<file path="src/rtl/bsa_pkg.sv">
package bsa_pkg;
   typedef enum logic [2:0] {
      SRC_AT = 3'd0, SRC_DA = 3'd1, SRC_DT = 3'd2, SRC_ZA = 3'd3,
      SRC_ZT = 3'd4, SRC_DZ = 3'd5, SRC_AZ = 3'd6, SRC_AD = 3'd7
   } src_e;

   typedef enum logic [2:0] {
      FN_ADD = 3'd0, FN_RSUB = 3'd1, FN_SSUB = 3'd2, FN_NEG = 3'd3,
      FN_AND = 3'd4, FN_OR = 3'd5, FN_XOR = 3'd6, FN_XNOR = 3'd7
   } fn_e;

   typedef enum logic [1:0] {
      DST_A = 2'd0, DST_T = 2'd1, DST_SHOWA = 2'd2, DST_NONE = 2'd3
   } dst_e;

   typedef enum logic [1:0] {
      SH_PASS = 2'd0, SH_LEFT = 2'd1, SH_RIGHT = 2'd2, SH_ZERO = 2'd3
   } sh_e;

   typedef struct packed {
      sh_e  shift;
      dst_e dest;
      fn_e  fn;
      src_e src;
   } uop_t;

   localparam int UOP_W = $bits(uop_t);
endpackage

</file>
<file path="src/rtl/bsa_srcmux.sv">
module bsa_srcmux
   import bsa_pkg::*;
(
   input  src_e src,
   input  logic d,
   input  logic a,
   input  logic t,
   output logic r,
   output logic s
);
   always_comb begin
      unique case (src)
         SRC_AT: begin r = a;    s = t;    end
         SRC_DA: begin r = d;    s = a;    end
         SRC_DT: begin r = d;    s = t;    end
         SRC_ZA: begin r = 1'b0; s = a;    end
         SRC_ZT: begin r = 1'b0; s = t;    end
         SRC_DZ: begin r = d;    s = 1'b0; end
         SRC_AZ: begin r = a;    s = 1'b0; end
         default: begin r = a;   s = d;    end
      endcase
   end
endmodule

</file>
<file path="src/rtl/bsa_alu.sv">
module bsa_alu
   import bsa_pkg::*;
(
   input  fn_e  fn,
   input  logic r,
   input  logic s,
   input  logic ci,
   output logic f,
   output logic co
);
   logic x, y;
   logic arith;

   assign arith = ~fn[2];

   // operand conditioning for the adder path
   always_comb begin
      unique case (fn)
         FN_ADD:  begin x = r;    y = s;  end
         FN_RSUB: begin x = r;    y = ~s; end
         FN_SSUB: begin x = ~r;   y = s;  end
         FN_NEG:  begin x = 1'b0; y = ~s; end
         default: begin x = r;    y = s;  end
      endcase
   end

   always_comb begin
      if (arith) begin
         f  = x ^ y ^ ci;
         co = (x & y) | (ci & (x ^ y));
      end else begin
         co = 1'b0;
         unique case (fn)
            FN_AND:  f = r & s;
            FN_OR:   f = r | s;
            FN_XOR:  f = r ^ s;
            default: f = ~(r ^ s);
         endcase
      end
   end
endmodule

</file>
<file path="src/rtl/bsa_shifter.sv">
module bsa_shifter
   import bsa_pkg::*;
(
   input  sh_e  mode,
   input  logic f_self,
   input  logic f_lower,
   input  logic f_upper,
   output logic l
);
   always_comb begin
      unique case (mode)
         SH_PASS:  l = f_self;
         SH_LEFT:  l = f_lower;
         SH_RIGHT: l = f_upper;
         default:  l = 1'b0;
      endcase
   end
endmodule

</file>
<file path="src/rtl/bsa_cell.sv">
module bsa_cell
   import bsa_pkg::*;
(
   input  logic clk,
   input  logic rst,
   input  uop_t u,
   input  logic d,
   input  logic ci,
   input  logic f_lower,
   input  logic f_upper,
   output logic co,
   output logic f,
   output logic y,
   output logic a_q,
   output logic t_q
);
   logic r, s, l;
   logic wr_a, wr_t;

   bsa_srcmux u_src (.src(u.src), .d(d), .a(a_q), .t(t_q), .r(r), .s(s));
   bsa_alu    u_alu (.fn(u.fn), .r(r), .s(s), .ci(ci), .f(f), .co(co));
   bsa_shifter u_sh (.mode(u.shift), .f_self(f), .f_lower(f_lower),
                     .f_upper(f_upper), .l(l));

   assign wr_a = (u.dest == DST_A);
   assign wr_t = (u.dest == DST_T);

   always_ff @(posedge clk) begin
      if (rst) begin
         a_q <= 1'b0;
         t_q <= 1'b0;
      end else begin
         if (wr_a) a_q <= l;
         if (wr_t) t_q <= l;
      end
   end

   assign y = (u.dest == DST_SHOWA) ? a_q : f;
endmodule

</file>
<file path="src/rtl/bsa_array.sv">
module bsa_array
   import bsa_pkg::*;
#(
   parameter int N_CELLS = 8
) (
   input  logic               clk,
   input  logic               rst,
   input  logic [9:0]         uop,
   input  logic [N_CELLS-1:0] d_in,
   input  logic               cin,
   input  logic               shl_in,
   input  logic               shr_in,
   output logic [N_CELLS-1:0] y_out,
   output logic               cout
);
   localparam int MSB = N_CELLS - 1;

   if (N_CELLS < 2) begin : g_bad_width
      $error("bsa_array: N_CELLS must be at least 2");
   end
   if (UOP_W != 10) begin : g_bad_uop
      $error("bsa_array: control word layout must be 10 bits");
   end

   uop_t               u;
   logic [N_CELLS:0]   carry;
   logic [N_CELLS-1:0] f_vec, a_vec, t_vec;

   assign u        = uop_t'(uop);
   assign carry[0] = cin;
   assign cout     = carry[N_CELLS];

   for (genvar i = 0; i < N_CELLS; i++) begin : g_cell
      logic lo_in, hi_in;
      if (i == 0) begin : g_lo_edge
         assign lo_in = shl_in;
      end else begin : g_lo_link
         assign lo_in = f_vec[i-1];
      end
      if (i == MSB) begin : g_hi_edge
         assign hi_in = shr_in;
      end else begin : g_hi_link
         assign hi_in = f_vec[i+1];
      end

      bsa_cell u_cell (
         .clk(clk), .rst(rst), .u(u), .d(d_in[i]), .ci(carry[i]),
         .f_lower(lo_in), .f_upper(hi_in), .co(carry[i+1]),
         .f(f_vec[i]), .y(y_out[i]), .a_q(a_vec[i]), .t_q(t_vec[i])
      );
   end

   AST_RESET_CLEARS: assert property (@(posedge clk)
      rst |=> (a_vec == '0 && t_vec == '0));
   AST_NOWRITE_HOLDS: assert property (@(posedge clk) disable iff (rst)
      (u.dest == DST_SHOWA || u.dest == DST_NONE) |=> ($stable(a_vec) && $stable(t_vec)));
   AST_A_WRITE_KEEPS_T: assert property (@(posedge clk) disable iff (rst)
      (u.dest == DST_A) |=> $stable(t_vec));
   AST_T_WRITE_KEEPS_A: assert property (@(posedge clk) disable iff (rst)
      (u.dest == DST_T) |=> $stable(a_vec));
   AST_SHOWA_OUTPUT: assert property (@(posedge clk) disable iff (rst)
      (u.dest == DST_SHOWA) |-> (y_out == a_vec));
   AST_LOGIC_NO_CARRY: assert property (@(posedge clk) disable iff (rst)
      u.fn[2] |-> !cout);
   AST_ZERO_SHIFT_LOAD: assert property (@(posedge clk) disable iff (rst)
      (u.shift == SH_ZERO && u.dest == DST_A) |=> (a_vec == '0));
endmodule

</file>
<file path="config.mk">
export PLATFORM = sky130hd
export DESIGN_NAME = bsa_array
export DESIGN_NICKNAME = d
export VERILOG_FILES = /design/src/rtl/bsa_pkg.sv /design/src/rtl/bsa_srcmux.sv /design/src/rtl/bsa_alu.sv /design/src/rtl/bsa_shifter.sv /design/src/rtl/bsa_cell.sv /design/src/rtl/bsa_array.sv
export SDC_FILE = /design/constraint.sdc
export NUM_CORES = 1
export LEC_CHECK = 0
export BUFFER_PORTS_ARGS = -buffer_cell sky130_fd_sc_hd__buf_2
export CELL_PAD_IN_SITES_DETAIL_PLACEMENT = 1
export CELL_PAD_IN_SITES_GLOBAL_PLACEMENT = 1
export CORE_MARGIN = 4
export CORE_UTILIZATION = 30
export CTS_BUF_LIST = sky130_fd_sc_hd__clkbuf_16
export CTS_CLUSTER_SIZE = 12
export DETAILED_ROUTE_END_ITERATION = 12
export PLACE_DENSITY_LB_ADDON = 0.1
export SLEW_MARGIN = 10
export SYNTH_ARGS = -nofsm -noshare
export SYNTH_HDL_FRONTEND = slang
export SYNTH_HIERARCHICAL = 1
export SYNTH_SLANG_ARGS = --single-unit
export TNS_END_PERCENT = 100
</file>
<file path="constraint.sdc">
create_clock -name clk -period 10.2 [get_ports clk]
set_input_delay 0.51 -clock clk [delete_from_list [all_inputs] [get_ports clk]]
set_output_delay 0.51 -clock clk [all_outputs]
set_load 0.005 [all_outputs]
</file>
==> summary.txt, run 1 <==
pre-CTS setup slack -> 2580 ps
final hold vios -> 0
GRT Overall Usage -> 0.1396
Final Cycle Share -> 0.7469
setup slack, reg-to-reg -> 3220 ps
Post-CTS Hold Fix Bufs -> 0
Final Max Slew Viols -> 0
WHS Path Cells -> 2
syn nets -> 375
die height -> 102.9 µm
Detailed Routing Iterations Pass 1 -> 4
share of post-route cells with drive strength above 1 -> 0.2125
largest family of logic cells by synthesized area -> simple AND/OR/NAND/NOR gates
Std-Cell Rows -> 34
Initial Util -> 0.3084
Iteration-0 DRC Markers -> 78
setup bufs post-CTS -> 0
# port buffers -> 31
final worst slack -> 2582 ps
Clock Tree Buf Depth -> 2
clk slew on worst S/H paths -> 50 ps
Simple-Gate Fraction of Synth Area -> 0.3185
Yosys top cell by area -> dfxtp_1
Netlist Area Pre-Place -> 0.002703 mm²
Compound-Gate Fraction of Synth Area -> 0.2667
max_cap viols -> 0
CTS HTree Levels -> 1
synthesis-stage register bit count -> 16
post-synthesis sequential area ratio -> 0.1185
worst hold endpoint -> g_cell[0].u_cell/t_q
drt via density -> 5.364
first-pass GRT wire length -> 12,240 µm
RSZ-0062 raised after global routing -> no
Critical Path AT -> 7110 ps
final setup violation count -> 0
worst hold slack -> 470.3 ps
Yosys cell types -> 25
post-DP HPWL -> 4991 µm
Lkg Pwr -> 0.001215 µW
WL final -> 7019 µm
DRC -> 0
Synth Area in Adders -> 0.1333
initial antenna violation count -> 0
share of flip-flops with an asynchronous set or reset -> 0
yosys warns -> 6
startpoint types -> input port
vias in the first global route -> 2,521
Crit Path Max Fanout -> 48
clk_skew -> 1.271 ps
outcome -> finished, final reports clean
fill count -> 1,067
EDFF count, synth -> 0
Avg Cell Area, Syn -> 8.240 µm²
clock sink total -> 16
Vias -> 2,548
CTS tree -> built
Top FF cell, synth -> dfxtp_1
die area -> 0.01059 mm²
Antenna Cells -> 0
power per cell area -> 89.08 mW/mm²
R2R Path Start -> g_cell[0].u_cell/a_q
Worst R2R End -> g_cell[7].u_cell/a_q
Post-synth top cells -> 32 x inv_1, 24 x a21oi_1, 24 x nand2_1, 24 x or3b_1
portion of netlist area occupied by mux cells -> 0.09259
Fin Setup TNS -> 0 ps
Post-Synth XOR/XNOR Area -> 0.02593
Routability Congestion -> 0.7206
r2r worst-path depth -> 25
Worst IR Drop VDD -> 61.54 µV
top cell type's share of synthesized area -> 0.1185
critical path capture point type -> primary output
TritonCTS buffer count -> 3
largest net degree at the start of global routing -> 49
nets@finish -> 415
I/O pins -> 32
CP Data Required Time -> 9690 ps
Worst-Margin Slew -> 685.6 ps
Max Clk Rate -> 131.3 MHz
core area -> 0.008763 mm²
grt ovf -> 0
Hold WC Path Type -> reg -> reg
wire length per cell -> 14.78 µm
most frequent cell after synthesis -> inv_1
Hold Path Origin -> g_cell[0].u_cell/t_q
Layout area overhead -> 14.77%
Die Span X -> 102.9 µm
max_slew headroom -> 0.5429
clock tree root driver cell -> clkbuf_16
PostCTS Resize Cnt -> 0
min Tclk post-route -> 7618 ps
CP Class -> in -> out
later-pin clock latency in the skew report -> 250 ps
DRT antenna net count -> 0
synthesized instance count -> 328
Synth area leaders -> dfxtp_1 12%, or3b_1 7.8%, ha_1 7.4%, fa_1 5.9%, mux2i_1 5.9%
[layout by cell type, fill, tap and decap left out]
cell type  instances
o2111ai_1          8
and2b_2            8
a31o_2             8
o211ai_1           8
mux2_2             8
clkbuf_16          3
o21ai_1            8
dfxtp_1           16
nor2_1             8
xnor2_1            8
fa_1               8
clkinv_1           1
buf_2             31
a21oi_1           24
nand2_1           24
nand3b_1          16
nor2b_1           16
nand4bb_1          8
mux2i_1           16
nand4_1            8
o21ai_0           16
ha_1              16
nand2b_1          16
buf_4              4
inv_1             32
or3b_1            24
a32oi_1            8
o311ai_2           8
a21bo_2            8
[metal layers]
metal  share of wire  routed length (µm)  up-vias  GRT usage
met5               0                   0        -          0
met4          0.0024                  17        0    0.01195
met3           0.027                 189        4    0.01556
met2            0.44                3056       28     0.2314
met1            0.54                3756     1208     0.2026
li1                -                   -     1308          -
[flip-flops by register name, summed over array words and instances (netlist names)]
name / cells
g_cell.u_cell/t_q: 8
g_cell.u_cell/a_q: 8
[how the worst max path moves through the flow]
| stage | from | slack (ps) | to |
|---|---|---|---|
| finish | uop[0] | 2580 | y_out[7] |
| global route | uop[0] | 2210 | y_out[7] |
| CTS | uop[0] | 2530 | y_out[7] |
| detailed placement | uop[0] | 2580 | y_out[7] |
| global placement | uop[0] | 2620 | y_out[7] |
| floorplan | uop[0] | 3560 | y_out[7] |
[cell families after synthesis]
| group | after synthesis |
|---|---|
| mux | 24 |
| fa+ha+maj | 24 |
| buf+inv | 32 |
| xor+xnor | 8 |
| simple gates | 128 |
| flops | 16 |
| compound gates | 96 |
[stage by stage]
stage | total power [µW] | util | instance area [µm²] | instances
final | 276.3 | 0.3539 | 3102 | 475
after global placement | 200.1 | 0.3449 | 3023 | 471
after detailed placement | 201.7 | 0.3449 | 3023 | 471
after floorplan | 152.1 | - | 2703 | 328
after CTS | 282.8 | 0.3539 | 3102 | 475
after global routing | 301.5 | 0.3539 | 3102 | 475
[power by group]
| part | switching [µW] | internal [µW] | leakage (µW) |
|---|---|---|---|
| registers | 2.75 | 66.0 | 0.000130 |
| clock network | 26.0 | 52.1 | 0.0000385 |
| logic | 72.0 | 57.5 | 0.00105 |
| total | 101 | 176 | 0.00121 |
[final cells by class]
cell class / instances / area [µm²] / share of cell area
clock buffers: 3 / 75.07 / 0.02420
clock inverters: 1 / 3.754 / 0.001210
inverters: 32 / 120.1 / 0.03873
multi-input cells: 280 / 2262 / 0.7293
flip-flops and latches: 16 / 320.3 / 0.1033
well taps: 108 / 135.1 / 0.04357
repair buffers: 35 / 185.2 / 0.05970
[worst max-delay path, stage by stage]
cell	delay, ps
buf_2	100
buf_4	240
or3b_1	420
a32oi_1	310
nor2_1	70
a31o_2	280
fa_1	380
nor2b_1	160
fa_1	430
nor2b_1	160
fa_1	420
nor2b_1	160
fa_1	410
nor2b_1	160
fa_1	410
nor2b_1	150
fa_1	430
nor2b_1	170
fa_1	420
nor2b_1	150
fa_1	490
nand2_1	90
o311ai_2	120
mux2_2	290
buf_2	120
Note: power is estimated with default switching activity, not from simulation.
==> run 2: changes to the inputs <==
Clock period 10.2 ns to 6.35 ns, I/O delays scaled along.
==> run 2 against run 1 <==
Sequential cell count unchanged. Power is 75% higher. Critical endpoint unchanged. Largest cell class unchanged. Critical path depth shrank 2.
==> summary.txt, run 2 (synthesis results as in run 1) <==
outcome -> finished, final reports clean
Routability Congestion -> 0.7552
most frequent cells in the layout -> 32 x inv_1, 30 x buf_2, 23 x a21oi_1, 23 x nand2_1
startpoint types -> register
later-pin clock latency in the skew report -> 250 ps
Detailed Routing Iterations Pass 1 -> 4
Final Cycle Share -> 0.9854
met2 routed wirelength -> 3891 µm
Lkg Pwr -> 0.001320 µW
Worst path slowest cell -> fa_1
setup slack, reg-to-reg -> 140 ps
clock sink total -> 16
Std-Cell Rows -> 34
CP cell instances -> or3b_4 > a32oi_2 > nor2_1 > a31o_2 > fa_2 > nor2b_4 > fa_2 > nor2b_4 > fa_2 > nor2b_4 > fa_2 > nor2b_4 > fa_2 > nor2b_4 > fa_2 > nor2b_4 > fa_2 > nor2b_4 > fa_1 > nand2_2 > o311ai_4 > mux2_4 > buf_6
commonest non-fill, non-tap cell in the layout -> inv_1
r2r worst-path depth -> 25
drt via density -> 5.499
Antenna Cells -> 0
Final Max Slew Viols -> 0
area of the multi-input gates -> 0.002365 mm²
cell family with most CP delay -> adder cells
die height -> 102.9 µm
R2R Path Start -> g_cell[0].u_cell/a_q
initial antenna violation count -> 0
final setup violation count -> 0
wire length per cell -> 16.78 µm
Layout area overhead -> 23.84%
RSZ-0062 raised after global routing -> yes
Buf/Inv on CP -> 1
grt ovf -> 0
biggest cell delay along the critical path -> 490 ps
Critical Path AT -> 5940 ps
critical path capture point type -> primary output
top sig layer -> met4
fill count -> 1,069
min Tclk post-route -> 6257 ps
CP Data Required Time -> 6030 ps
Iteration-0 DRC Markers -> 50
Clock Tree Buf Depth -> 2
Hold WC Path Type -> reg -> reg
I/O pins -> 32
Crit Path Max Fanout -> 3
max_slew headroom -> 0.5613
clk_skew -> 4.926 ps
DRC -> 0
WL final -> 8271 µm
DRT antenna net count -> 0
share of post-route cells with drive strength above 1 -> 0.3013
clock tree root driver cell -> clkbuf_16
nets@finish -> 433
die area -> 0.01059 mm²
Final Power -> 483.6 µW
# port buffers -> 31
CTS tree -> built
Seq. cell area -> 321.6 µm²
CP Class -> reg -> out
Worst R2R End -> g_cell[6].u_cell/a_q
Max Clk Rate -> 159.8 MHz
Worst-Margin Slew -> 658.0 ps
Initial Util -> 0.3084
largest net degree at the start of global routing -> 41
post-DP HPWL -> 5962 µm
worst hold endpoint -> g_cell[4].u_cell/t_q
TritonCTS buffer count -> 3
first-pass GRT wire length -> 13,630 µm
worst hold slack -> 474.8 ps
WHS Path Cells -> 2
Worst IR Drop VDD -> 73.31 µV
power per cell area -> 144.5 mW/mm²
CTS HTree Levels -> 1
core area -> 0.008763 mm²
Vias -> 2,711
GRT Overall Usage -> 0.1609
vias in the first global route -> 2,694
Hold Path Origin -> g_cell[4].u_cell/t_q
Die Span X -> 102.9 µm
routed wl met3 -> 239 µm
Post-CTS Hold Fix Bufs -> 0
clk slew on worst S/H paths -> 60 ps
final hold vios -> 0
max_cap viols -> 0
M1 wire length -> 4098 µm
biggest registers after layout -> g_cell.u_cell/a_q: 8 flops, g_cell.u_cell/t_q: 8 flops
run 2: routing by layer:
| metal | GRT usage | vias to the layer above |
|---|---|---|
| met5 | 0 | - |
| met2 | 0.2704 | 37 |
| met1 | 0.2234 | 1322 |
| li1 | - | 1348 |
| met4 | 0.01693 | 0 |
| met3 | 0.02774 | 4 |
run 2: worst max path at each step:
| stage | from | endpoint | slack (ps) | cells past startpoint |
|---|---|---|---|---|
| finish | g_cell[0].u_cell/a_q | y_out[7] | 90 | 23 |
| global route | g_cell[0].u_cell/a_q | y_out[7] | -110 | 23 |
| CTS | g_cell[0].u_cell/a_q | y_out[7] | 10 | 23 |
| detailed placement | uop[0] | g_cell[6].u_cell/a_q | -520 | 26 |
| global placement | uop[0] | g_cell[6].u_cell/a_q | -460 | 26 |
| floorplan | uop[0] | g_cell[6].u_cell/a_q | 20 | 25 |
run 2: where the power goes:
part	leakage, µW	internal [µW]	switching [µW]
registers	0.000130	106	3.77
logic	0.00115	111	129
clock network	0.0000385	84.0	49.9
run 2: what timing repair did:
action	4_1_cts	5_1_grt
setup buffers	1	1
pin swaps	8	8
setup endpoints to repair	6	3
resized for setup	9	6
run 2: final cells by class:
type                    count  share of cell area
clock buffers               3             0.02243
well taps                 108             0.04037
flip-flops and latches     16             0.09607
repair buffers             53             0.09757
inverters                  32             0.03589
clock inverters             1            0.001121
multi-input cells         280              0.7065
run 2: worst reg2reg max path: stages (launching register included):
cell and delay (ps):
dfxtp_2 320, or3b_4 370, a32oi_2 200, nor2_1 70
a31o_2 210, fa_2 340, nor2b_4 130, fa_2 380
nor2b_4 140, fa_2 350, nor2b_4 130, fa_2 370
nor2b_4 130, fa_2 350, nor2b_4 130, fa_2 350
nor2b_4 130, fa_2 350, nor2b_4 130, fa_1 550
nand2_2 70, o311ai_4 80, mux2i_1 130, o21ai_1 200
or3b_4 400, a21oi_2 130
run 2: stage by stage:
step / instance area, µm² / TNS (ps) / instances / setup WS, ps / utilization
floorplan: 2763 / 0 / 328 / 16.55 / -
global placement: 3203 / -1642 / 487 / -460.2 / 0.3655
detailed placement: 3203 / -1836 / 487 / -518.4 / 0.3655
CTS: 3319 / 0 / 492 / 13.23 / 0.3788
global route: 3347 / -227.1 / 493 / -114.3 / 0.3819
finish: 3347 / 0 / 493 / 92.92 / 0.3819
==> run 3: changes to the inputs <==
Settings changed: CORE_ASPECT_RATIO set to 1.2, SYNTH_HIERARCHICAL 1 to unset.
==> run 3 against run 2 <==
Wire length decreased by 3.8%. Global-route usage increased by 1.2 points. Sequential power about the same. Critical endpoint unchanged. Utilization decreased by 3.3 points. Worst setup slack improved by 190 ps. Power decreased by 5.2%. Fmax increased by 3.2%. First-iteration DRC count increased by 110%. Design area decreased by 20%. Largest cell class unchanged. Sequential cell count unchanged. Die area decreased by 11%.
==> summary.txt, run 3 <==
final hold vios -> 0
Vias -> 2,313
clk slew on worst S/H paths -> 50 ps
Layout area overhead -> 12.98%
yosys warns -> 0
Initial Util -> 0.3089
Synth area leaders -> dfxtp_1 13%, ha_1 8.4%, mux2i_1 8.4%, fa_1 6.7%, a22o_1 6.6%
top cell type's share of synthesized area -> 0.1345
Post-DP Area -> 0.002570 mm²
CTS HTree Levels -> 1
TritonCTS buffer count -> 3
Detailed Routing Iterations Pass 1 -> 4
Yosys cell types -> 48
commonest non-fill, non-tap cell in the layout -> buf_2
Yosys top cell by area -> dfxtp_1
critical path capture point type -> primary output
Avg Cell Area, Syn -> 7.488 µm²
biggest registers after layout -> g_cell.u_cell.a_q: 8 flops, g_cell.u_cell.t_q: 8 flops
final setup violation count -> 0
Iteration-0 DRC Markers -> 105
Netlist Area Pre-Place -> 0.002381 mm²
Routability Congestion -> 0.8172
Worst IR Drop VDD -> 196.9 µV
Max Clk Rate -> 164.9 MHz
clock tree root driver cell -> clkbuf_16
later-pin clock latency in the skew report -> 250 ps
CP Data Required Time -> 6030 ps
Post-synth top cells -> 30 x nand2_1, 27 x inv_1, 26 x nor2_1
EDFF count, synth -> 0
Finished Cell Area -> 0.002690 mm²
first-pass GRT wire length -> 12,590 µm
die area -> 0.009432 mm²
vias in the first global route -> 2,377
Final Max Slew Viols -> 0
Top FF cell, synth -> dfxtp_1
pre-CTS setup slack -> -19.35 ps
final worst slack -> 284.1 ps
dpl cells -> 425
CP Class -> in -> out
die height -> 105.6 µm
Std-Cell Rows -> 35
# port buffers -> 31
Antenna Cells -> 0
drt via density -> 5.367
max_cap viols -> 0
clock sink total -> 16
CTS tree -> built
DRC -> 0
nets@finish -> 387
outcome -> finished, final reports clean
share of post-route cells with drive strength above 1 -> 0.2065
initial antenna violation count -> 0
power per cell area -> 170.5 mW/mm²
most frequent cells in the layout -> 31 x buf_2, 30 x nand2_1, 27 x inv_1, 24 x nor2_1, 20 x mux2i_1
startpoint types -> input port
clk_skew -> 3.359 ps
Lkg Pwr -> 0.001124 µW
syn nets -> 365
fin cells -> 431
WL final -> 7958 µm
wire length per cell -> 18.46 µm
most frequent cell after synthesis -> nand2_1
Critical Path AT -> 5750 ps
synthesized instance count -> 318
GRT Overall Usage -> 0.1731
core area -> 0.007707 mm²
synthesis-stage register bit count -> 16
Hold WC Path Type -> in -> reg
share of flip-flops with an asynchronous set or reset -> 0
post-DP HPWL -> 6720 µm
Clock Tree Buf Depth -> 2
Final Cycle Share -> 0.9553
I/O pins -> 32
DRT antenna net count -> 0
largest net degree at the start of global routing -> 33
grt ovf -> 0
Die Span X -> 89.33 µm
Crit Path Max Fanout -> 8
min Tclk post-route -> 6066 ps
post-synthesis sequential area ratio -> 0.1345
Worst-Margin Slew -> 598.4 ps
max_slew headroom -> 0.6002
## run 3: timing repair
item / in CTS / in global routing
hold buffers: 0 / 0
endpoints found under the setup margin: 1 / 3
pin swaps: 1 / 3
resized for setup: 1 / 10
setup buffers: 0 / 2
## run 3: path summary, 6_finish.rpt
kind                              from                    to  slack (ps)  cells past startpoint
hold / removal                     rst  g_cell[5].u_cell.a_q         390                      2
setup / recovery                uop[1]              y_out[7]         280                     27
hold reg to reg   g_cell[1].u_cell.t_q  g_cell[1].u_cell.t_q         460                      2
setup reg to reg  g_cell[0].u_cell.a_q  g_cell[7].u_cell.a_q         480                     23
## run 3: power by group
part	internal [µW]	leakage, µW	switching, µW
logic	92.1	0.000955	131
registers	107	0.000130	5.25
clock network	83.5	0.0000385	39.2
## run 3: layer usage
layer	global-route usage	share of wire	wire length (µm)
met4	0.04574	0.020	159
met1	0.2357	0.44	3532
met3	0.004691	0.032	255
met2	0.2956	0.50	4011
met5	0	0	0
## run 3: cell families after synthesis
group / after synthesis / share of synthesized area
DFF: 16 / 0.1345
adders and majority gates: 24 / 0.1513
xor gates and xnor gates: 8 / 0.02943
muxes: 31 / 0.1361
and+or+nand+nor: 98 / 0.1923
buffers and inverters: 56 / 0.1161
AOI/OAI and AO/OA: 85 / 0.2402
## run 3: stage by stage
| step | total power, µW | TNS (ps) | util | hold WS [ps] |
|---|---|---|---|---|
| global placement | 332.0 | 0 | 0.3334 | 442.9 |
| floorplan | 272.5 | 0 | - | 425.4 |
| detailed placement | 334.2 | -19.35 | 0.3334 | 453.2 |
| CTS | 460.1 | 0 | 0.3440 | 378.2 |
| global route | 496.3 | -33.50 | 0.3490 | 394.3 |
| finish | 458.7 | 0 | 0.3490 | 386.2 |
## run 3: area by class of cell
class,instances,area [µm²]
fill,972,5017
multi-input combinational,246,1810
sequential,16,320.3
timing repair buffer,45,260.3
tap,92,115.1
inverter,28,105.1
clock buffer,3,75.07
clock inverter,1,3.754
## run 3: critical path: stages
cell and delay [ps]:
buf_2 120, and2_4 150, buf_4 160, nand2_1 70
o21ai_0 70, a22o_2 270, xnor2_1 140, fa_1 350
or2_2 290, fa_2 320, or2_2 280, fa_1 350
or2_2 290, fa_2 330, or2_4 230, fa_2 330
nor2_2 120, fa_2 190, nand2b_1 70, fa_2 330
nor2_2 100, fa_1 450, inv_1 70, mux2i_1 60
nand2_1 80, o21ai_1 70, buf_2 140
